File: src/rtl/seg_pkg.sv
package seg_pkg;

  // Access rights stored with each descriptor
  typedef struct packed {
    logic present;
    logic writable;
  } seg_rights_t;

  // Source of the registered result
  typedef enum logic [1:0] {
    RES_NONE  = 2'd0,
    RES_OK    = 2'd1,
    RES_FAULT = 2'd2
  } seg_res_e;

endpackage

File: src/rtl/seg_desc_table.sv
module seg_desc_table
  import seg_pkg::*;
#(
  parameter int N_DESC = 8,
  parameter int BASE_W = 32,
  parameter int LIM_W  = 20,
  localparam int IDX_W = $clog2(N_DESC)
) (
  input  logic              clk,
  input  logic              rst_n,
  input  logic              wr_en,
  input  logic [IDX_W-1:0]  wr_idx,
  input  logic [BASE_W-1:0] wr_base,
  input  logic [LIM_W-1:0]  wr_lim,
  input  seg_rights_t       wr_rights,
  input  logic [IDX_W-1:0]  rd_idx,
  output logic [BASE_W-1:0] rd_base,
  output logic [LIM_W-1:0]  rd_lim,
  output seg_rights_t       rd_rights
);

  logic [BASE_W-1:0] base_q   [N_DESC];
  logic [LIM_W-1:0]  lim_q    [N_DESC];
  seg_rights_t       rights_q [N_DESC];

  // One register set per entry, each with its own clock enable
  for (genvar g = 0; g < N_DESC; g++) begin : g_entry
    logic ent_en;
    assign ent_en = wr_en && (wr_idx == IDX_W'(g));

    always_ff @(posedge clk or negedge rst_n) begin
      if (!rst_n) begin
        base_q[g]   <= '0;
        lim_q[g]    <= '0;
        rights_q[g] <= '0;
      end else if (ent_en) begin
        base_q[g]   <= wr_base;
        lim_q[g]    <= wr_lim;
        rights_q[g] <= wr_rights;
      end
    end
  end

  // Read port: plain mux, old contents visible in the write cycle
  always_comb begin
    rd_base   = base_q[rd_idx];
    rd_lim    = lim_q[rd_idx];
    rd_rights = rights_q[rd_idx];
  end

endmodule

File: src/rtl/seg_prot_check.sv
module seg_prot_check
  import seg_pkg::*;
#(
  parameter int BASE_W = 32,
  parameter int LIM_W  = 20,
  parameter int OFS_W  = 32
) (
  input  logic [BASE_W-1:0] base,
  input  logic [LIM_W-1:0]  lim,
  input  seg_rights_t       rights,
  input  logic [OFS_W-1:0]  ofs,
  input  logic              is_write,
  output logic              fault,
  output logic [BASE_W-1:0] lin_addr
);

  logic over_limit;
  logic rights_bad;

  always_comb begin
    // Inclusive limit: offset == limit is still inside the segment
    over_limit = (ofs > OFS_W'(lim));
    rights_bad = !rights.present || (is_write && !rights.writable);
    fault      = over_limit || rights_bad;
    lin_addr   = base + BASE_W'(ofs);
  end

endmodule

File: src/rtl/seg_real_addr.sv
module seg_real_addr #(
  parameter int SEL_W   = 16,
  parameter int OFS_W   = 32,
  parameter int ADDR_W  = 32,
  parameter int SHIFT   = 4,
  parameter int REAL_W  = 20,
  parameter int OFS_LOW = 16
) (
  input  logic [SEL_W-1:0]  sel,
  input  logic [OFS_W-1:0]  ofs,
  output logic [ADDR_W-1:0] lin_addr
);

  logic [REAL_W-1:0] seg_part;
  logic [REAL_W-1:0] ofs_part;
  logic [REAL_W-1:0] sum;

  always_comb begin
    seg_part = REAL_W'({sel, {SHIFT{1'b0}}});
    ofs_part = REAL_W'(ofs[OFS_LOW-1:0]);
    sum      = seg_part + ofs_part;    // wraps on REAL_W bits
    lin_addr = ADDR_W'(sum);
  end

endmodule

File: src/rtl/seg_xlate.sv
module seg_xlate
  import seg_pkg::*;
#(
  parameter int N_DESC = 8,
  parameter int SEL_W  = 16,
  parameter int OFS_W  = 32,
  parameter int BASE_W = 32,
  parameter int LIM_W  = 20,
  localparam int IDX_W = $clog2(N_DESC)
) (
  input  logic              clk,
  input  logic              rst_n,
  input  logic              cfg_we,
  input  logic [IDX_W-1:0]  cfg_idx,
  input  logic [BASE_W-1:0] cfg_base,
  input  logic [LIM_W-1:0]  cfg_limit,
  input  logic              cfg_present,
  input  logic              cfg_writable,
  input  logic              lk_req,
  input  logic [SEL_W-1:0]  lk_sel,
  input  logic [OFS_W-1:0]  lk_ofs,
  input  logic              lk_write,
  input  logic              real_mode,
  output logic              out_valid,
  output logic              out_fault,
  output logic [BASE_W-1:0] out_addr
);

  seg_rights_t       wr_rights;
  logic [BASE_W-1:0] d_base;
  logic [LIM_W-1:0]  d_lim;
  seg_rights_t       d_rights;
  logic              p_fault;
  logic [BASE_W-1:0] p_addr;
  logic [BASE_W-1:0] r_addr;

  seg_res_e          res_d, res_q;
  logic [BASE_W-1:0] addr_d, addr_q;

  assign wr_rights = '{present: cfg_present, writable: cfg_writable};

  seg_desc_table #(
    .N_DESC (N_DESC),
    .BASE_W (BASE_W),
    .LIM_W  (LIM_W)
  ) u_table (
    .clk       (clk),
    .rst_n     (rst_n),
    .wr_en     (cfg_we),
    .wr_idx    (cfg_idx),
    .wr_base   (cfg_base),
    .wr_lim    (cfg_limit),
    .wr_rights (wr_rights),
    .rd_idx    (lk_sel[IDX_W-1:0]),
    .rd_base   (d_base),
    .rd_lim    (d_lim),
    .rd_rights (d_rights)
  );

  seg_prot_check #(
    .BASE_W (BASE_W),
    .LIM_W  (LIM_W),
    .OFS_W  (OFS_W)
  ) u_prot (
    .base     (d_base),
    .lim      (d_lim),
    .rights   (d_rights),
    .ofs      (lk_ofs),
    .is_write (lk_write),
    .fault    (p_fault),
    .lin_addr (p_addr)
  );

  seg_real_addr #(
    .SEL_W  (SEL_W),
    .OFS_W  (OFS_W),
    .ADDR_W (BASE_W)
  ) u_real (
    .sel      (lk_sel),
    .ofs      (lk_ofs),
    .lin_addr (r_addr)
  );

  // Next-state selection
  always_comb begin
    res_d  = RES_NONE;
    addr_d = '0;
    if (lk_req) begin
      if (real_mode) begin
        res_d  = RES_OK;
        addr_d = r_addr;
      end else if (p_fault) begin
        res_d  = RES_FAULT;
      end else begin
        res_d  = RES_OK;
        addr_d = p_addr;
      end
    end
  end

  // Result register
  always_ff @(posedge clk or negedge rst_n) begin
    if (!rst_n) begin
      res_q  <= RES_NONE;
      addr_q <= '0;
    end else begin
      res_q  <= res_d;
      addr_q <= addr_d;
    end
  end

  assign out_valid = (res_q == RES_OK);
  assign out_fault = (res_q == RES_FAULT);
  assign out_addr  = addr_q;

endmodule

File: config.mk
export PLATFORM = sky130hd
export DESIGN_NAME = seg_xlate
export DESIGN_NICKNAME = d
export VERILOG_FILES = /design/src/rtl/seg_pkg.sv /design/src/rtl/seg_desc_table.sv /design/src/rtl/seg_prot_check.sv /design/src/rtl/seg_real_addr.sv /design/src/rtl/seg_xlate.sv
export SDC_FILE = /design/constraint.sdc
export NUM_CORES = 1
export LEC_CHECK = 0
export BUFFER_PORTS_ARGS = -buffer_cell sky130_fd_sc_hd__buf_2
export CORE_UTILIZATION = 66
export DETAILED_ROUTE_END_ITERATION = 6
export HOLD_SLACK_MARGIN = 0.05
export PLACE_DENSITY = 0.84
export SKIP_LAST_GASP = 1
export SLEW_MARGIN = 20
export SYNTH_ARGS = -nofsm -noshare
export SYNTH_HDL_FRONTEND = slang
export SYNTH_SLANG_ARGS = --single-unit
File: constraint.sdc
create_clock -name clk -period 7.26 [get_ports clk]
set_clock_uncertainty 0.1 [all_clocks]
set_input_delay 0 -clock clk [delete_from_list [all_inputs] [get_ports clk]]
set_output_delay 0 -clock clk [all_outputs]
set_load 0.005 [all_outputs]
==> impl_results.html <==
<table>
<tr><th>Metric</th><th>Value</th></tr>
<tr><th colspan="2">Outcome</th></tr>
<tr><td>Status</td><td>complete, no violations</td></tr>
<tr><th colspan="2">CTS</th></tr>
<tr><td>Clk slew on worst S/H paths</td><td>approximately 0.060 ns</td></tr>
<tr><td>Buffer cell driving the clock tree root</td><td>clkbuf_16</td></tr>
<tr><td>Hold buffer count at cts</td><td>between 100 and 150</td></tr>
<tr><td>Worst-case clock buffer depth</td><td>3</td></tr>
<tr><td>Post-CTS setup-driven buffer insertion count</td><td>0</td></tr>
<tr><td>Number of levels the H-tree was split into</td><td>2</td></tr>
<tr><td>Total CTS buffers</td><td>48</td></tr>
<tr><td>Clock insertion delay at the later pin of the skew report</td><td>0.56 ns</td></tr>
<tr><td>Clock tree sinks</td><td>466</td></tr>
<tr><td>Post-cts sizing count</td><td>0</td></tr>
<tr><td>TritonCTS clock tree</td><td>done</td></tr>
<tr><th colspan="2">Timing</th></tr>
<tr><td>Final-report hold violation count</td><td>0</td></tr>
<tr><td>Sum Neg Setup Slack</td><td>0 ns</td></tr>
<tr><td>Max-slew violation count</td><td>0</td></tr>
<tr><td>Shortest period the worst path allows</td><td>a little under 5 ns</td></tr>
<tr><td>Final period utilization</td><td>between 60% and 70%</td></tr>
<tr><td>Final Worst Setup Slack</td><td>2.42 ns</td></tr>
<tr><td>Actual slew at the worst max-slew pin</td><td>about 1.1 ns</td></tr>
<tr><td>Setup violations, final</td><td>0</td></tr>
<tr><td>RSZ-0062 raised after global routing</td><td>no</td></tr>
<tr><td>Achievable Freq</td><td>around 0.21 GHz</td></tr>
<tr><td>Worst relative slew slack</td><td>between 20 and 30%</td></tr>
<tr><td>Worst Hold Margin</td><td>0.0816 ns</td></tr>
<tr><th colspan="2">Pwr</th></tr>
<tr><td>Power density normalized to cell area</td><td>approximately 290 nW/um2</td></tr>
<tr><td>Leakage power figure</td><td>between 0.01 and 0.015 uW</td></tr>
<tr><td>Maximum resistive drop on vdd</td><td>0.000237 V</td></tr>
<tr><th colspan="2">Worst setup path</th></tr>
<tr><td>Critical Path Start Type</td><td>primary input</td></tr>
<tr><td>Cell count of the worst reg-to-reg path</td><td>15</td></tr>
<tr><td>Family with the most delay on the worst path</td><td>buffers and inverters</td></tr>
<tr><td>Number of cells on the critical path</td><td>16</td></tr>
<tr><td>Cell with the biggest individual delay on the critical path</td><td>buf_6</td></tr>
<tr><td>Capture point of the worst path</td><td>out_addr[19]</td></tr>
<tr><td>Critical Path Most Common Cell</td><td>dlygate4sd3_1</td></tr>
<tr><td>Largest fanout of any net on the critical path</td><td>62</td></tr>
<tr><td>Worst flop-to-flop path endpoint</td><td>out_addr[30]</td></tr>
<tr><td>Flop2flop setup slack</td><td>about 2.8 ns</td></tr>
<tr><td>Setup crit end kind</td><td>flip-flop</td></tr>
<tr><td>Worst path bufs/invs</td><td>5</td></tr>
<tr><td>Critical Path RT</td><td>between 7 and 8 ns</td></tr>
<tr><td>Category of the critical setup timing path</td><td>in2reg</td></tr>
<tr><td>Worst setup startpoint</td><td>lk_sel[0]</td></tr>
<tr><td>Chain of cells forming the critical path</td><td>buf_6 &gt; buf_4 &gt; ha_1 &gt; a21oi_1 &gt; nor2b_1 &gt; a311o_1 &gt; o211a_1 &gt; nor2_1 &gt; a21oi_1 &gt; o2111ai_1 &gt; xor2_1 &gt; dlygate4sd3_1 &gt; nand2_1 &gt; dlygate4sd3_1 &gt; o211a_1 &gt; dlygate4sd3_1</td></tr>
<tr><td>Data arrival, critical path</td><td>between 5 and 6 ns</td></tr>
<tr><td>Worst r2r src</td><td>u_table.base_q[0]</td></tr>
<tr><td>CP max stage delay</td><td>0.66 ns</td></tr>
<tr><th colspan="2">Global route</th></tr>
<tr><td>Via count of the first global-routing pass</td><td>15,800</td></tr>
<tr><td>Global-route wire length before repair</td><td>approximately 89,000 um</td></tr>
<tr><td>Largest net degree at the start of global routing</td><td>158</td></tr>
<tr><td>Overall overflow remaining after global route</td><td>0</td></tr>
<tr><td>Initial antenna violation count</td><td>2</td></tr>
<tr><td>Overall Global Routing Usage</td><td>approximately a third</td></tr>
<tr><th colspan="2">Cells and area</th></tr>
<tr><td>Post-synthesis to final-layout area growth</td><td>17.3%</td></tr>
<tr><td>Fraction of final layout cells sized beyond drive strength 1</td><td>45.5%</td></tr>
<tr><td>Total number of nets in the final design</td><td>just under 2,000</td></tr>
<tr><td>Most frequent cells in the layout</td><td>dfrtp_1, mux2_2, buf_2</td></tr>
<tr><td>Most frequent standard cell in the layout excluding fill and tap cells</td><td>dfrtp_1</td></tr>
<tr><td>Count of non-filler cells in the finished layout</td><td>around 2,300</td></tr>
<tr><th colspan="2">Place</th></tr>
<tr><td>HPWL after detailed placement</td><td>~32,000 um</td></tr>
<tr><td>DP Cell Count</td><td>between 2,000 and 2,500</td></tr>
<tr><td>Number of buffers added on ports</td><td>144</td></tr>
<tr><td>Worst setup timing slack at the placement stage</td><td>approximately 2.8 ns</td></tr>
<tr><td>Weighted congestion at the end of routability-driven global placement</td><td>~0.94</td></tr>
<tr><th colspan="2">Yosys</th></tr>
<tr><td>Number of enable flip-flop cells after synthesis</td><td>0</td></tr>
<tr><td>Yosys reg bits</td><td>between 400 and 500</td></tr>
<tr><td>Mean instance size in the synthesized netlist</td><td>~15 um2</td></tr>
<tr><td>Synth Net Count</td><td>around 1,700</td></tr>
<tr><td>Total standard cell area after synthesis</td><td>roughly 23,000 um2</td></tr>
<tr><td>Yosys Warn Count</td><td>0</td></tr>
<tr><td>Primary FF master, synth</td><td>dfrtp_1</td></tr>
<tr><td>Sequential share of the synthesized area</td><td>between 50% and 60%</td></tr>
<tr><td>Async SR Flop Fraction</td><td>100%</td></tr>
<tr><td>Cell variety after synth</td><td>between 50 and 60</td></tr>
<tr><td>Number of instances in the synthesized netlist</td><td>around 1,500</td></tr>
<tr><th colspan="2">Detailed routing</th></tr>
<tr><td>DR vias/cell</td><td>between 6 and 7</td></tr>
<tr><td>Post-detailed-routing wire length</td><td>56,200 um</td></tr>
<tr><td>Number of design-rule violations left by the first detailed-router iteration</td><td>~1,000</td></tr>
<tr><td>Number of antenna-violating nets in the routed design</td><td>0</td></tr>
<tr><td>Via total after detailed routing</td><td>between 10,000 and 15,000</td></tr>
<tr><td>DRC viols</td><td>0</td></tr>
<tr><td>Average wire per cell in the routed design</td><td>approximately 25 um</td></tr>
<tr><td>DRT Pass-1 Iters</td><td>5</td></tr>
<tr><th colspan="2">Die</th></tr>
<tr><td>Die Wd</td><td>approximately 190 um</td></tr>
<tr><td>CORE AREA</td><td>33,700 um2</td></tr>
<tr><td>Die Y-Extent</td><td>approximately 190 um</td></tr>
<tr><td>Starting Density</td><td>about two thirds</td></tr>
<tr><td>Die area</td><td>~35,000 um2</td></tr>
<tr><td>Std cell rows</td><td>67</td></tr>
<tr><td># IOs</td><td>145</td></tr>
<tr><th colspan="2">Hold path</th></tr>
<tr><td>Hold Startpoint</td><td>lk_ofs[9]</td></tr>
<tr><td>Worst min-delay path category</td><td>in2reg</td></tr>
<tr><th colspan="2">Run</th></tr>
<tr><td>Max-cap viol count</td><td>0</td></tr>
</table>
==> report_power, final <==
part | internal (uW) | switching, uW | total (uW)
logic | 1080 | 841 | 1920
registers | 3140 | 282 | 3420
clock network | 1470 | 1000 | 2480
total | 5700 | 2130 | 7820
==> metrics by stage <==
stage	util (%)	power, uW	cell area (um2)
floorplan	-	4720	22700
global placement	70.9	5110	23900
detailed placement	70.9	5230	23900
CTS	79.1	7810	26600
global route	79.1	8160	26600
finish	79.1	7820	26600
==> cells by family after synthesis <==
| kind of cell | Yosys count | synth area share (%) |
|---|---|---|
| buf+inv | 93 | 1.59 |
| flops | 466 | 51.3 |
| compound gates | 144 | 4.22 |
| fa+ha+maj | 65 | 3.65 |
| simple gates | 133 | 2.92 |
| mux | 594 | 34.7 |
| xor+xnor | 42 | 1.62 |
==> tightest hold or removal path: cells and delay by family <==
kind | cells | cell delay [ns]
xor+xnor | 1 | 0.08
simple gates | 1 | 0.06
fa+ha+maj | 1 | 0.21
buf+inv | 1 | 0.18
compound gates | 1 | 0.15
==> flip-flops by register name, summed over array words and instances (netlist names) <==
register	cells
out_addr	32
res_q	2
u_table.base_q	256
u_table.lim_q	160
u_table.rights_q	16
==> layer usage <==
layer	track usage [%]	part of all wire, %
met1	44.6	41
met2	53.6	49
met3	6.85	6.7
met4	12.4	3.4
met5	0	0.023
==> synthesized netlist by cell type (all sizes together), types with 2 or more instances <==
master / instances / area, um2
o22a: 2 / 18.8
o21bai: 6 / 45.0
or3: 4 / 25.0
nand4: 7 / 43.8
inv: 11 / 41.3
and4: 3 / 26.3
nor2: 44 / 165
a21o: 15 / 113
o21a: 4 / 37.5
dfrtp: 466 / 11700
a22oi: 5 / 37.5
nor2b: 13 / 81.3
nand2b: 3 / 18.8
mux4: 108 / 2430
a31oi: 4 / 25.0
mux2: 464 / 5230
buf: 24 / 103
nand2: 26 / 97.6
a211oi: 7 / 67.6
a21oi: 56 / 292
nand4b: 3 / 26.3
o211ai: 4 / 30.0
or2: 2 / 12.5
and3: 3 / 18.8
fa: 2 / 40.0
xor2: 20 / 175
o21ai: 25 / 129
nor4: 4 / 31.3
a21boi: 2 / 15.0
a221oi: 2 / 30.0
nor3: 6 / 30.0
nand3: 10 / 50.1
xnor2: 22 / 193
clkbuf: 58 / 218
a211o: 2 / 17.5
o211a: 2 / 20.0
ha: 63 / 788
o22ai: 2 / 12.5
mux2i: 22 / 220
and2: 2 / 12.5
o2111ai: 2 / 23.8
nor3b: 2 / 15.0
==> how the worst min path moves through the flow <==
stage	slack (ns)	endpoint	depth (start not counted)
2_1_floorplan	-0.40	out_addr[0]	0
6_report	0.08	out_addr[9]	5
4_1_cts	0.05	out_addr[9]	5
3_3_place_gp	-0.002	u_table.base_q[110]	1
3_5_place_dp	0.02	u_table.base_q[110]	1
5_1_grt	0.09	out_addr[9]	5
==> layout make-up <==
class                      count  area, um2
tap                          448        561
fill                        1942       7050
clock buffer                  73       1450
timing repair buffer         278       2080
sequential                   466      11700
clock inverter                11        140
multi-input combinational    978      10700
antenna                        1       2.50
inverter                      11       41.3
Power figures use the tool's default switching activity.
